<file path="src/rtl/dlc_pkg.sv">
package dlc_pkg;

    typedef enum logic [2:0] {
        ST_IDLE = 3'd0,
        ST_ROW  = 3'd1,
        ST_COL  = 3'd2,
        ST_PAGE = 3'd3,
        ST_PRE  = 3'd4,
        ST_RCAS = 3'd5,
        ST_RRAS = 3'd6
    } dlc_state_e;

    localparam int unsigned LANES   = 4;
    localparam int unsigned LANE_W  = 8;
    localparam int unsigned HALF_W  = 16;
    localparam int unsigned WORD_W  = 32;

endpackage

</file>
<file path="src/rtl/dlc_refresh_timer.sv">
module dlc_refresh_timer #(
    parameter int unsigned REF_DIV = 780
) (
    input  logic clk,
    input  logic rst_n,
    input  logic ref_taken,
    output logic ref_pending
);
    localparam int unsigned CNT_W = (REF_DIV > 1) ? $clog2(REF_DIV) : 1;
    localparam logic [CNT_W-1:0] LAST = CNT_W'(REF_DIV - 1);

    logic [CNT_W-1:0] cnt_q;
    logic             tick;

    assign tick = (cnt_q == LAST);

    always_ff @(posedge clk) begin
        if (!rst_n) begin
            cnt_q       <= '0;
            ref_pending <= 1'b0;
        end else begin
            cnt_q       <= tick ? '0 : cnt_q + 1'b1;
            ref_pending <= tick | (ref_pending & ~ref_taken);
        end
    end

    // a queued refresh is only dropped when the controller takes it
    p_pending_kept_r10: assert property (@(posedge clk) disable iff (!rst_n)
        (ref_pending && !ref_taken) |=> ref_pending);

endmodule

</file>
<file path="src/rtl/dlc_seg_decode.sv">
module dlc_seg_decode #(
    parameter int unsigned SEG_W   = 4,
    parameter int unsigned NUM_SEG = 12
) (
    input  logic [SEG_W-1:0]   seg,
    output logic [NUM_SEG-1:0] seg_ras_n,
    output logic               seg_ok
);
    localparam logic [SEG_W:0] SEG_LIMIT = (SEG_W+1)'(NUM_SEG);

    assign seg_ok = ({1'b0, seg} < SEG_LIMIT);

    for (genvar k = 0; k < NUM_SEG; k++) begin : g_ras
        assign seg_ras_n[k] = ~(seg == SEG_W'(k));
    end

endmodule

</file>
<file path="src/rtl/dlc_lane_steer.sv">
module dlc_lane_steer
    import dlc_pkg::*;
(
    input  logic              en,
    input  logic              a1,
    input  logic              uds,
    input  logic              lds,
    input  logic [HALF_W-1:0] cpu_wdata,
    input  logic [WORD_W-1:0] dram_rdata,
    output logic [LANES-1:0]  lane_cas_n,
    output logic [WORD_W-1:0] dram_wdata,
    output logic [HALF_W-1:0] cpu_rdata
);
    for (genvar k = 0; k < LANES; k++) begin : g_lane
        localparam logic HALF  = (k / 2) == 1;
        localparam logic UPPER = (k % 2) == 1;
        logic strobe;
        assign strobe        = UPPER ? uds : lds;
        assign lane_cas_n[k] = ~(en && (a1 == HALF) && strobe);
        assign dram_wdata[k*LANE_W +: LANE_W] =
            cpu_wdata[(k % 2)*LANE_W +: LANE_W];
    end

    assign cpu_rdata = a1 ? dram_rdata[WORD_W-1:HALF_W] : dram_rdata[HALF_W-1:0];

endmodule

</file>
<file path="src/rtl/dram_lane_ctrl.sv">
module dram_lane_ctrl
    import dlc_pkg::*;
#(
    parameter int unsigned ADDR_W    = 24,
    parameter int unsigned SEG_SHIFT = 20,
    parameter int unsigned NUM_SEG   = 12,
    parameter int unsigned COL_W     = 9,
    parameter int unsigned REF_DIV   = 780,
    localparam int unsigned SEG_W    = ADDR_W - SEG_SHIFT,
    localparam int unsigned ROW_W    = SEG_SHIFT - 2 - COL_W,
    localparam int unsigned MA_W     = (ROW_W > COL_W) ? ROW_W : COL_W
) (
    input  logic                clk,
    input  logic                rst_n,
    input  logic                cpu_req,
    input  logic [ADDR_W-1:1]   cpu_addr,
    input  logic                cpu_uds,
    input  logic                cpu_lds,
    input  logic                cpu_rw,
    input  logic [15:0]         cpu_wdata,
    output logic [15:0]         cpu_rdata,
    output logic                cpu_ack,
    output logic [MA_W-1:0]     dram_addr,
    output logic [NUM_SEG-1:0]  dram_ras_n,
    output logic [3:0]          dram_cas_n,
    output logic                dram_we_n,
    output logic [31:0]         dram_wdata,
    input  logic [31:0]         dram_rdata
);
    localparam int unsigned COL_LO = 2;
    localparam int unsigned ROW_LO = COL_LO + COL_W;

    dlc_state_e state_q, state_d;

    logic [ADDR_W-1:1] lat_addr_q;
    logic              lat_uds_q, lat_lds_q, lat_rw_q;

    logic [SEG_W-1:0]  lat_seg, req_seg;
    logic [ROW_W-1:0]  lat_row, req_row;
    logic [COL_W-1:0]  lat_col;
    logic              row_hit, load_req;
    logic              ref_pending, ref_taken;
    logic [NUM_SEG-1:0] seg_ras_n;
    logic              seg_ok;
    logic [3:0]        lane_cas_n;

    assign lat_seg = lat_addr_q[ADDR_W-1:SEG_SHIFT];
    assign lat_row = lat_addr_q[SEG_SHIFT-1:ROW_LO];
    assign lat_col = lat_addr_q[ROW_LO-1:COL_LO];
    assign req_seg = cpu_addr[ADDR_W-1:SEG_SHIFT];
    assign req_row = cpu_addr[SEG_SHIFT-1:ROW_LO];
    assign row_hit = (req_seg == lat_seg) && (req_row == lat_row);

    assign ref_taken = (state_q == ST_RCAS);

    dlc_refresh_timer #(
        .REF_DIV (REF_DIV)
    ) u_timer (
        .clk         (clk),
        .rst_n       (rst_n),
        .ref_taken   (ref_taken),
        .ref_pending (ref_pending)
    );

    dlc_seg_decode #(
        .SEG_W   (SEG_W),
        .NUM_SEG (NUM_SEG)
    ) u_seg (
        .seg       (lat_seg),
        .seg_ras_n (seg_ras_n),
        .seg_ok    (seg_ok)
    );

    dlc_lane_steer u_lane (
        .en         (seg_ok),
        .a1         (lat_addr_q[1]),
        .uds        (lat_uds_q),
        .lds        (lat_lds_q),
        .cpu_wdata  (cpu_wdata),
        .dram_rdata (dram_rdata),
        .lane_cas_n (lane_cas_n),
        .dram_wdata (dram_wdata),
        .cpu_rdata  (cpu_rdata)
    );

    // next-state selection
    always_comb begin
        state_d  = state_q;
        load_req = 1'b0;
        unique case (state_q)
            ST_IDLE: begin
                if (ref_pending) begin
                    state_d = ST_RCAS;
                end else if (cpu_req) begin
                    state_d  = ST_ROW;
                    load_req = 1'b1;
                end
            end
            ST_ROW:  state_d = ST_COL;
            ST_COL:  state_d = ST_PAGE;
            ST_PAGE: begin
                if (ref_pending) begin
                    state_d = ST_PRE;
                end else if (cpu_req && row_hit) begin
                    state_d  = ST_COL;
                    load_req = 1'b1;
                end else if (cpu_req) begin
                    state_d = ST_PRE;
                end
            end
            ST_PRE: begin
                if (ref_pending) begin
                    state_d = ST_RCAS;
                end else if (cpu_req) begin
                    state_d  = ST_ROW;
                    load_req = 1'b1;
                end else begin
                    state_d = ST_IDLE;
                end
            end
            ST_RCAS: state_d = ST_RRAS;
            ST_RRAS: state_d = ST_PRE;
            default: state_d = ST_IDLE;
        endcase
    end

    // state and request registers
    always_ff @(posedge clk) begin
        if (!rst_n) begin
            state_q    <= ST_IDLE;
            lat_addr_q <= '0;
            lat_uds_q  <= 1'b0;
            lat_lds_q  <= 1'b0;
            lat_rw_q   <= 1'b1;
        end else begin
            state_q <= state_d;
            if (load_req) begin
                lat_addr_q <= cpu_addr;
                lat_uds_q  <= cpu_uds;
                lat_lds_q  <= cpu_lds;
                lat_rw_q   <= cpu_rw;
            end
        end
    end

    // outputs from registered state
    always_comb begin
        dram_ras_n = '1;
        dram_cas_n = '1;
        dram_we_n  = 1'b1;
        dram_addr  = MA_W'(lat_col);
        cpu_ack    = 1'b0;
        unique case (state_q)
            ST_IDLE, ST_PRE: ;
            ST_ROW: begin
                dram_ras_n = seg_ras_n;
                dram_addr  = MA_W'(lat_row);
            end
            ST_COL: begin
                dram_ras_n = seg_ras_n;
                dram_cas_n = lane_cas_n;
                dram_we_n  = lat_rw_q | ~seg_ok;
                cpu_ack    = 1'b1;
            end
            ST_PAGE: dram_ras_n = seg_ras_n;
            ST_RCAS: dram_cas_n = '0;
            ST_RRAS: begin
                dram_cas_n = '0;
                dram_ras_n = '0;
            end
            default: ;
        endcase
    end

    // one access never strobes both halves of the word
    p_half_only_r2: assert property (@(posedge clk) disable iff (!rst_n)
        (dram_ras_n != '0 && dram_ras_n != '1) |-> (&dram_cas_n[1:0] || &dram_cas_n[3:2]));

    // at most one segment row strobe during an access
    p_one_ras_r3: assert property (@(posedge clk) disable iff (!rst_n)
        (dram_ras_n != '0) |-> ($countones(~dram_ras_n) <= 1));

    // the open segment changes only through an all-high cycle
    p_precharge_r6: assert property (@(posedge clk) disable iff (!rst_n)
        (dram_ras_n != '1 && $past(dram_ras_n) != '1) |-> (dram_ras_n == $past(dram_ras_n)));

    // reads keep the write strobe high
    p_read_we_r7: assert property (@(posedge clk) disable iff (!rst_n)
        (cpu_ack && lat_rw_q) |-> dram_we_n);

    // all row strobes low only after a cycle of all column strobes low
    p_cbr_order_r9: assert property (@(posedge clk) disable iff (!rst_n)
        (dram_ras_n == '0) |-> ($past(dram_cas_n) == '0 && $past(dram_ras_n) == '1 && dram_we_n));

    // no acknowledge while the refresh holds the array
    p_no_ack_refresh_r11: assert property (@(posedge clk) disable iff (!rst_n)
        (dram_ras_n == '0 || (dram_cas_n == '0 && dram_ras_n == '1)) |-> !cpu_ack);

endmodule

</file>
<file path="config.mk">
export PLATFORM = sky130hd
export DESIGN_NAME = dram_lane_ctrl
export DESIGN_NICKNAME = d
export VERILOG_FILES = /design/src/rtl/dlc_pkg.sv /design/src/rtl/dlc_refresh_timer.sv /design/src/rtl/dlc_seg_decode.sv /design/src/rtl/dlc_lane_steer.sv /design/src/rtl/dram_lane_ctrl.sv
export SDC_FILE = /design/constraint.sdc
export NUM_CORES = 1
export LEC_CHECK = 0
export BUFFER_PORTS_ARGS = -buffer_cell sky130_fd_sc_hd__buf_2
export CAP_MARGIN = 0
export CORE_MARGIN = 2
export CORE_UTILIZATION = 40
export DETAILED_ROUTE_END_ITERATION = 7
export HOLD_SLACK_MARGIN = 0.05
export PLACE_DENSITY = 0.78
export SLEW_MARGIN = 20
export SYNTH_ARGS = -nofsm -noshare
export SYNTH_HDL_FRONTEND = slang
export SYNTH_HIERARCHICAL = 1
export SYNTH_SLANG_ARGS = --single-unit
</file>
<file path="constraint.sdc">
create_clock -name clk -period 1.8 [get_ports clk]
set_clock_uncertainty 0.05 [all_clocks]
set_input_delay 0.18 -clock clk [delete_from_list [all_inputs] [get_ports clk]]
set_output_delay 0.18 -clock clk [all_outputs]
set_load 0.1 [all_outputs]
</file>
==> results of run 1 <==
==> cell usage in the layout (no fill, tap or decap), types with 6 or more instances in the layout <==
cell,n
nor2_1,6
mux2_4,25
buf_6,8
a21oi_1,7
nand3_1,7
o21ai_4,6
mux2i_1,26
inv_1,13
dfxtp_2,10
nand2_1,59
dfxtp_1,30
buf_2,60
buf_12,46
a21oi_4,7
buf_4,27
==> cell families after synthesis <==
group                    synth area share, %
AO/OA/AOI/OAI                           7.75
XOR/XNOR                                4.31
adder cells (fa/ha/maj)                0.440
buffers and inverters                   16.2
flip-flops                              28.2
multiplexers                            21.2
AND/OR/NAND/NOR                         22.0
==> through the flow <==
step                      setup WS, ns  utilization, %  TNS (ns)  total power, mW
final                           -0.175            67.3     -3.08             3.32
after global routing            -0.237            67.3     -5.34             3.43
after CTS                      -0.0780            63.7    -0.645             3.20
after detailed placement        -0.228            59.7     -4.91             2.43
after global placement         -0.0961            59.7     -2.47             2.40
after floorplan                 -0.697               -     -3.45             2.29
==> power groups by stage <==
stage          clock, mW  sequential [mW]  combinational (mW)
2_1_floorplan          0            0.996                1.30
5_1_grt            0.771             1.00                1.66
3_3_place_gp           0             1.00                1.40
3_5_place_dp           0             1.00                1.42
4_1_cts            0.735            0.987                1.48
6_report           0.730            0.995                1.60
==> metal layers <==
metal | vias to the layer above | GRT usage, % | part of all wire (%)
li1 | 1302 | - | -
met1 | 1318 | 22.1 | 38
met2 | 107 | 33.3 | 54
met3 | 13 | 3.08 | 5.6
met4 | 0 | 6.75 | 1.9
met5 | - | 0 | 0
==> critical path: cells and delay by family, from the launching register on <==
family,cells,cell delay (ns)
compound gates,1,0.06
buf+inv,3,0.51
flops,1,0.35
xor+xnor,1,0.16
mux,1,0.18
simple gates,2,0.57
==> worst max path at each step <==
stage	startpoint	slack [ns]	to	cells after the start
detailed placement	lat_addr_q[13]$_SDFFE_PN0P_	-0.23	lat_addr_q[3]$_SDFFE_PN0P_	5
floorplan	state_q[1]$_SDFFE_PN0P_	-0.70	dram_we_n	4
global route	lat_addr_q[19]$_SDFFE_PN0P_	-0.24	lat_addr_q[18]$_SDFFE_PN0P_	8
finish	lat_addr_q[19]$_SDFFE_PN0P_	-0.17	lat_addr_q[18]$_SDFFE_PN0P_	8
global placement	lat_addr_q[13]$_SDFFE_PN0P_	-0.1	lat_addr_q[1]$_SDFFE_PN0P_	5
CTS	state_q[0]$_SDFFE_PN0P_	-0.08	dram_addr[5]	5
==> sequential cells by signal, summed over array words and instances, names as in the netlist <==
signal / flops
lat_uds_q: 1
lat_addr_q: 23
u_timer/cnt_q: 10
lat_rw_q: 1
lat_lds_q: 1
state_q: 3
u_timer/ref_pending: 1
==> final cells by class <==
| class | count | area, sq um | area share (%) |
|---|---|---|---|
| tap | 96 | 120 | 2.61 |
| clock buffer | 6 | 72.6 | 1.58 |
| multi-input combinational | 223 | 1890 | 41.1 |
| sequential | 40 | 813 | 17.7 |
| inverter | 18 | 70.1 | 1.52 |
| clock inverter | 2 | 35.0 | 0.761 |
| timing repair buffer | 145 | 1600 | 34.7 |
==> what timing repair did <==
| item | 4_1_cts | 5_1_grt |
|---|---|---|
| gates cloned | 1 | 3 |
| pin swaps | 1 | 10 |
| endpoints found under the setup margin | 47 | 50 |
| buffers inserted | 9 | 7 |
| hold buffers | 0 | 0 |
| resized for setup | 28 | 22 |
==> metrics.cfg, run 1 <==
[floorplanning]
coreArea_sq_um = 6830
rows = 30
die_x_um = 88.3
dieArea_sq_um = 7800
die_h_um = 88.3
initial_core_util_pct = 41.6
pin_count = 152

[global_routing]
first_global_vias = 2496
grt.total_usage_pct = 18.5
grt_pass1_wl_um = 11400
grt_max_degree = 30
antenna_found_initial = 0
grt_overflow_total = 0

[yosys]
synth_edf_count = 0
syn-cell-area_sq_um = 2840
synth_top_cell_area_share_pct = 28.2
yosys-top-cells-count = nand2_1 (60), dfxtp_1 (40), buf_4 (33)
yosysMostFrequentCell = nand2_1
postSynth.asyncResetShare_pct = 0
yosys.area.top_type = dfxtp_1
ys_types = 43
syn_nets = 413
ys_seq_area_share_pct = 28.2
ys_ff_latch = 40
yosysWarningCount = 6
synth_cells = 335
ys_top_cells_by_area = dfxtp_1 (28%), mux2i_1 (9.2%), buf_4 (8.7%)
avgSynthCellArea_sq_um = 8.49
ys.flop_type = dfxtp_1

[timing]
worst_pin_slew_ns = 0.672
final_max_slew_viol_count = 0
fin_crit_sh_pct = 110
finalWorstSetupSlack_ns = -0.175
max_freq_ghz = 0.506
rsz0062_at_grt = true
finalHoldViolCount = 0
final-setup-viol-count = 42
holdWs_ns = 0.0724
fin_crit_ns = 1.97
maxSlewHeadroom_pct = 54.9

[worst_hold_path]
worstHoldStart = cpu_addr[2]
worstHoldPathCells = 3
min_path_type = in2reg
min_to = lat_addr_q[2]$_SDFFE_PN0P_

[pwr]
swShare_pct = 38.8
power_density_nw_per_um2 = 722
clkPwrFrac_pct = 22.0
p_int_mw = 2.03
p_seq_share_pct = 29.9
power_leakage_nw = 2.16
p_switching_mw = 1.29
combinationalPowerShare_pct = 48.1
vdd_drop_max_mv = 0.571

[setup_path]
worstPathMaxFanout = 6
startpoint_type = flop
cp-end-kind = flop
worstPathArrival_ns = 2.14
slowest_stage = nor4_4
worstReg2RegEnd = lat_addr_q[18]$_SDFFE_PN0P_
max_stage_delay_ns = 0.38
required_ns = 1.96
path_cells = xnor2_2 > nand4_1 > nor4_4 > buf_4 > buf_6 > a21oi_4 > clkbuf_16 > mux2i_1
reg2reg_depth = 8
r2r_start = lat_addr_q[19]$_SDFFE_PN0P_
critPathKind = reg2reg
r2r_slack_ns = -0.17

[clocking]
cts_sinks = 40
numCtsBuffers = 5
clock_latency_ns = 0.30
root_buffer = clkbuf_8
cts_max_path_buffers = 2
clkSlewWorstSetupHoldPaths_ns = 0.08
cts_tree = yes
cts_htree_levels = 2

[finish]
final_area_sq_um = 4600
drive_above_1_share_pct = 53.2
layoutNonFillerInstCount = 530
antennaDiodeCount = 0
fin_nets = 511
num-fill-cells = 484
area_delta_synth_final_pct = 61.8

[detailed_routing]
drc = 0
post_drt_wl_per_cell_um = 15.9
first_pass_iters = 4
viasPerCell = 5.17
routed_wl_um = 8440
drt_iter0_markers = 159
antenna_left = 0
vias = 2740

[outcome]
outcome = finished, violations left
violations = negative setup slack

[place]
io_buffers = 103
gp_congestion = 0.885
post-place-cells = 502
post_dp_cell_area_sq_um = 4080
hpwl_um = 5470

[run]
maxCapViolCount = 0

Note: power is estimated with default switching activity, not from simulation.
==> run 2: changes to the inputs <==
CTS_BUF_LIST = sky130_fd_sc_hd__clkbuf_8   (was not set)
==> metrics.cfg, run 2 (synthesized netlist as in run 1, its figures left out) <==
[run]
maxCapViolCount = 0

[timing]
fin_crit_sh_pct = 107
holdWs_ns = 0.0672
max_freq_ghz = 0.520
fin_crit_ns = 1.92
worst_pin_slew_ns = 0.624
rsz0062_at_grt = true
maxSlewHeadroom_pct = 58.1
final_max_slew_viol_count = 0
final-setup-viol-count = 43
finalWorstSetupSlack_ns = -0.121
finalHoldViolCount = 0

[setup_path]
path_cells = buf_4 > xnor2_1 > nand4_1 > nor3_4 > a21oi_4 > buf_12 > mux2i_1
worstPathArrival_ns = 2.09
slowest_stage = dfxtp_2
max_stage_delay_ns = 0.34
cp_top_family = simple AND/OR/NAND/NOR gates
worstPathMaxFanout = 13
startpoint_type = flop
required_ns = 1.97
path_buf_inv = 2
critPathKind = reg2reg
cp-end-kind = flop

[floorplanning]
pin_count = 152
die_h_um = 88.3
rows = 30
die_x_um = 88.3
coreArea_sq_um = 6830
dieArea_sq_um = 7800
initial_core_util_pct = 41.6

[detailed_routing]
viasPerCell = 5.19
drt_iter0_markers = 219
antenna_left = 0
routed_wl_um = 8670
vias = 2746
first_pass_iters = 4
post_drt_wl_per_cell_um = 16.4
drc = 0

[global_routing]
grt_pass1_wl_um = 11400
first_global_vias = 2496
grt_max_degree = 30
grt.total_usage_pct = 18.5
antenna_found_initial = 0
grt_overflow_total = 0

[finish]
top_register = lat_addr_q
layoutNonFillerInstCount = 529
largest_reg_flops = 23
num-fill-cells = 481
regArea_sq_um = 813
multi_input_area_sq_um = 1870
antennaDiodeCount = 0
final_common_cell = buf_2
final_cell_mix = buf_2 (60), nand2_1 (59), buf_12 (46), dfxtp_1 (30), buf_4 (27)
drive_above_1_share_pct = 52.4
area_delta_synth_final_pct = 60.2
final_util_pct = 66.6
reg.largest.list = lat_addr_q (23), u_timer/cnt_q (10), state_q (3)
fin_nets = 510

[place]
hpwl_um = 5470
gp_congestion = 0.885
pre_cts_slack_ns = -0.228
io_buffers = 103
post-place-cells = 502

[pwr]
vdd_drop_max_mv = 0.494
power_leakage_nw = 2.14
power_density_nw_per_um2 = 729
total_power_mw = 3.32

[clocking]
cts_htree_levels = 2
cts_tree = yes
cts_sinks = 40
clkSlewWorstSetupHoldPaths_ns = 0.09
holdBufCountCts = 0
cts_max_path_buffers = 2
numCtsBuffers = 5
root_buffer = clkbuf_8
clock_latency_ns = 0.31

[outcome]
violations = negative setup slack
outcome = finished, violations left

[worst_hold_path]
min_path_type = in2reg

[run 2: cell types whose count changed in the layout (fill, tap and decap cells not counted)]
cell       before  now
clkbuf_1        1    0
xnor2_1         5    7
inv_1          13   14
clkbuf_16       3    2
xnor2_2         5    3
xor2_2          1    0
xor2_1          3    4
[run 2: where the power goes]
| part | internal, mW | switching [mW] |
|---|---|---|
| Sequential | 0.945 | 0.0511 |
| Clock | 0.406 | 0.337 |
| Combinational | 0.663 | 0.919 |
[run 2: path summary, 6_finish.rpt]
path,slack (ns),end,from,cells past startpoint
max,-0.12,lat_addr_q[15]$_SDFFE_PN0P_,lat_addr_q[21]$_SDFFE_PN0P_,7
min reg2reg,0.42,lat_addr_q[2]$_SDFFE_PN0P_,lat_addr_q[2]$_SDFFE_PN0P_,2
max reg2reg,-0.12,lat_addr_q[15]$_SDFFE_PN0P_,lat_addr_q[21]$_SDFFE_PN0P_,7
min,0.07,lat_addr_q[2]$_SDFFE_PN0P_,cpu_addr[2],3
[run 2: routing by layer]
| metal | track usage (%) | part of all wire [%] |
|---|---|---|
| met4 | 6.75 | 2.5 |
| met2 | 33.3 | 55 |
| met5 | 0 | 0 |
| met1 | 22.1 | 37 |
| met3 | 3.08 | 5.0 |
[run 2: through the flow]
| step | instance area [sq um] | setup TNS (ns) |
|---|---|---|
| after detailed placement | 4080 | -4.91 |
| after floorplan | 3010 | -3.45 |
| after global routing | 4550 | -5.51 |
| final | 4550 | -2.80 |
| after CTS | 4350 | -0.647 |
| after global placement | 4080 | -2.47 |
[run 2: layout make-up]
cell class	instances	share of cell area, %
clock inverter	3	0.852
timing repair buffer	144	34.5
inverter	18	1.54
tap	96	2.64
multi-input combinational	223	41.1
sequential	40	17.9
clock buffer	5	1.51
[run 2: what timing repair did]
action	in CTS	in global routing
setup buffers	9	7
endpoints found under the setup margin	47	50
hold endpoints to repair	0	0
gates cloned	1	2
gates resized for setup	28	19
pin swaps	1	6
[run 2: worst min-delay path, cell delays in order]
cell,delay (ns)
buf_2,0.09
nand2_1,0.04
mux2i_1,0.05
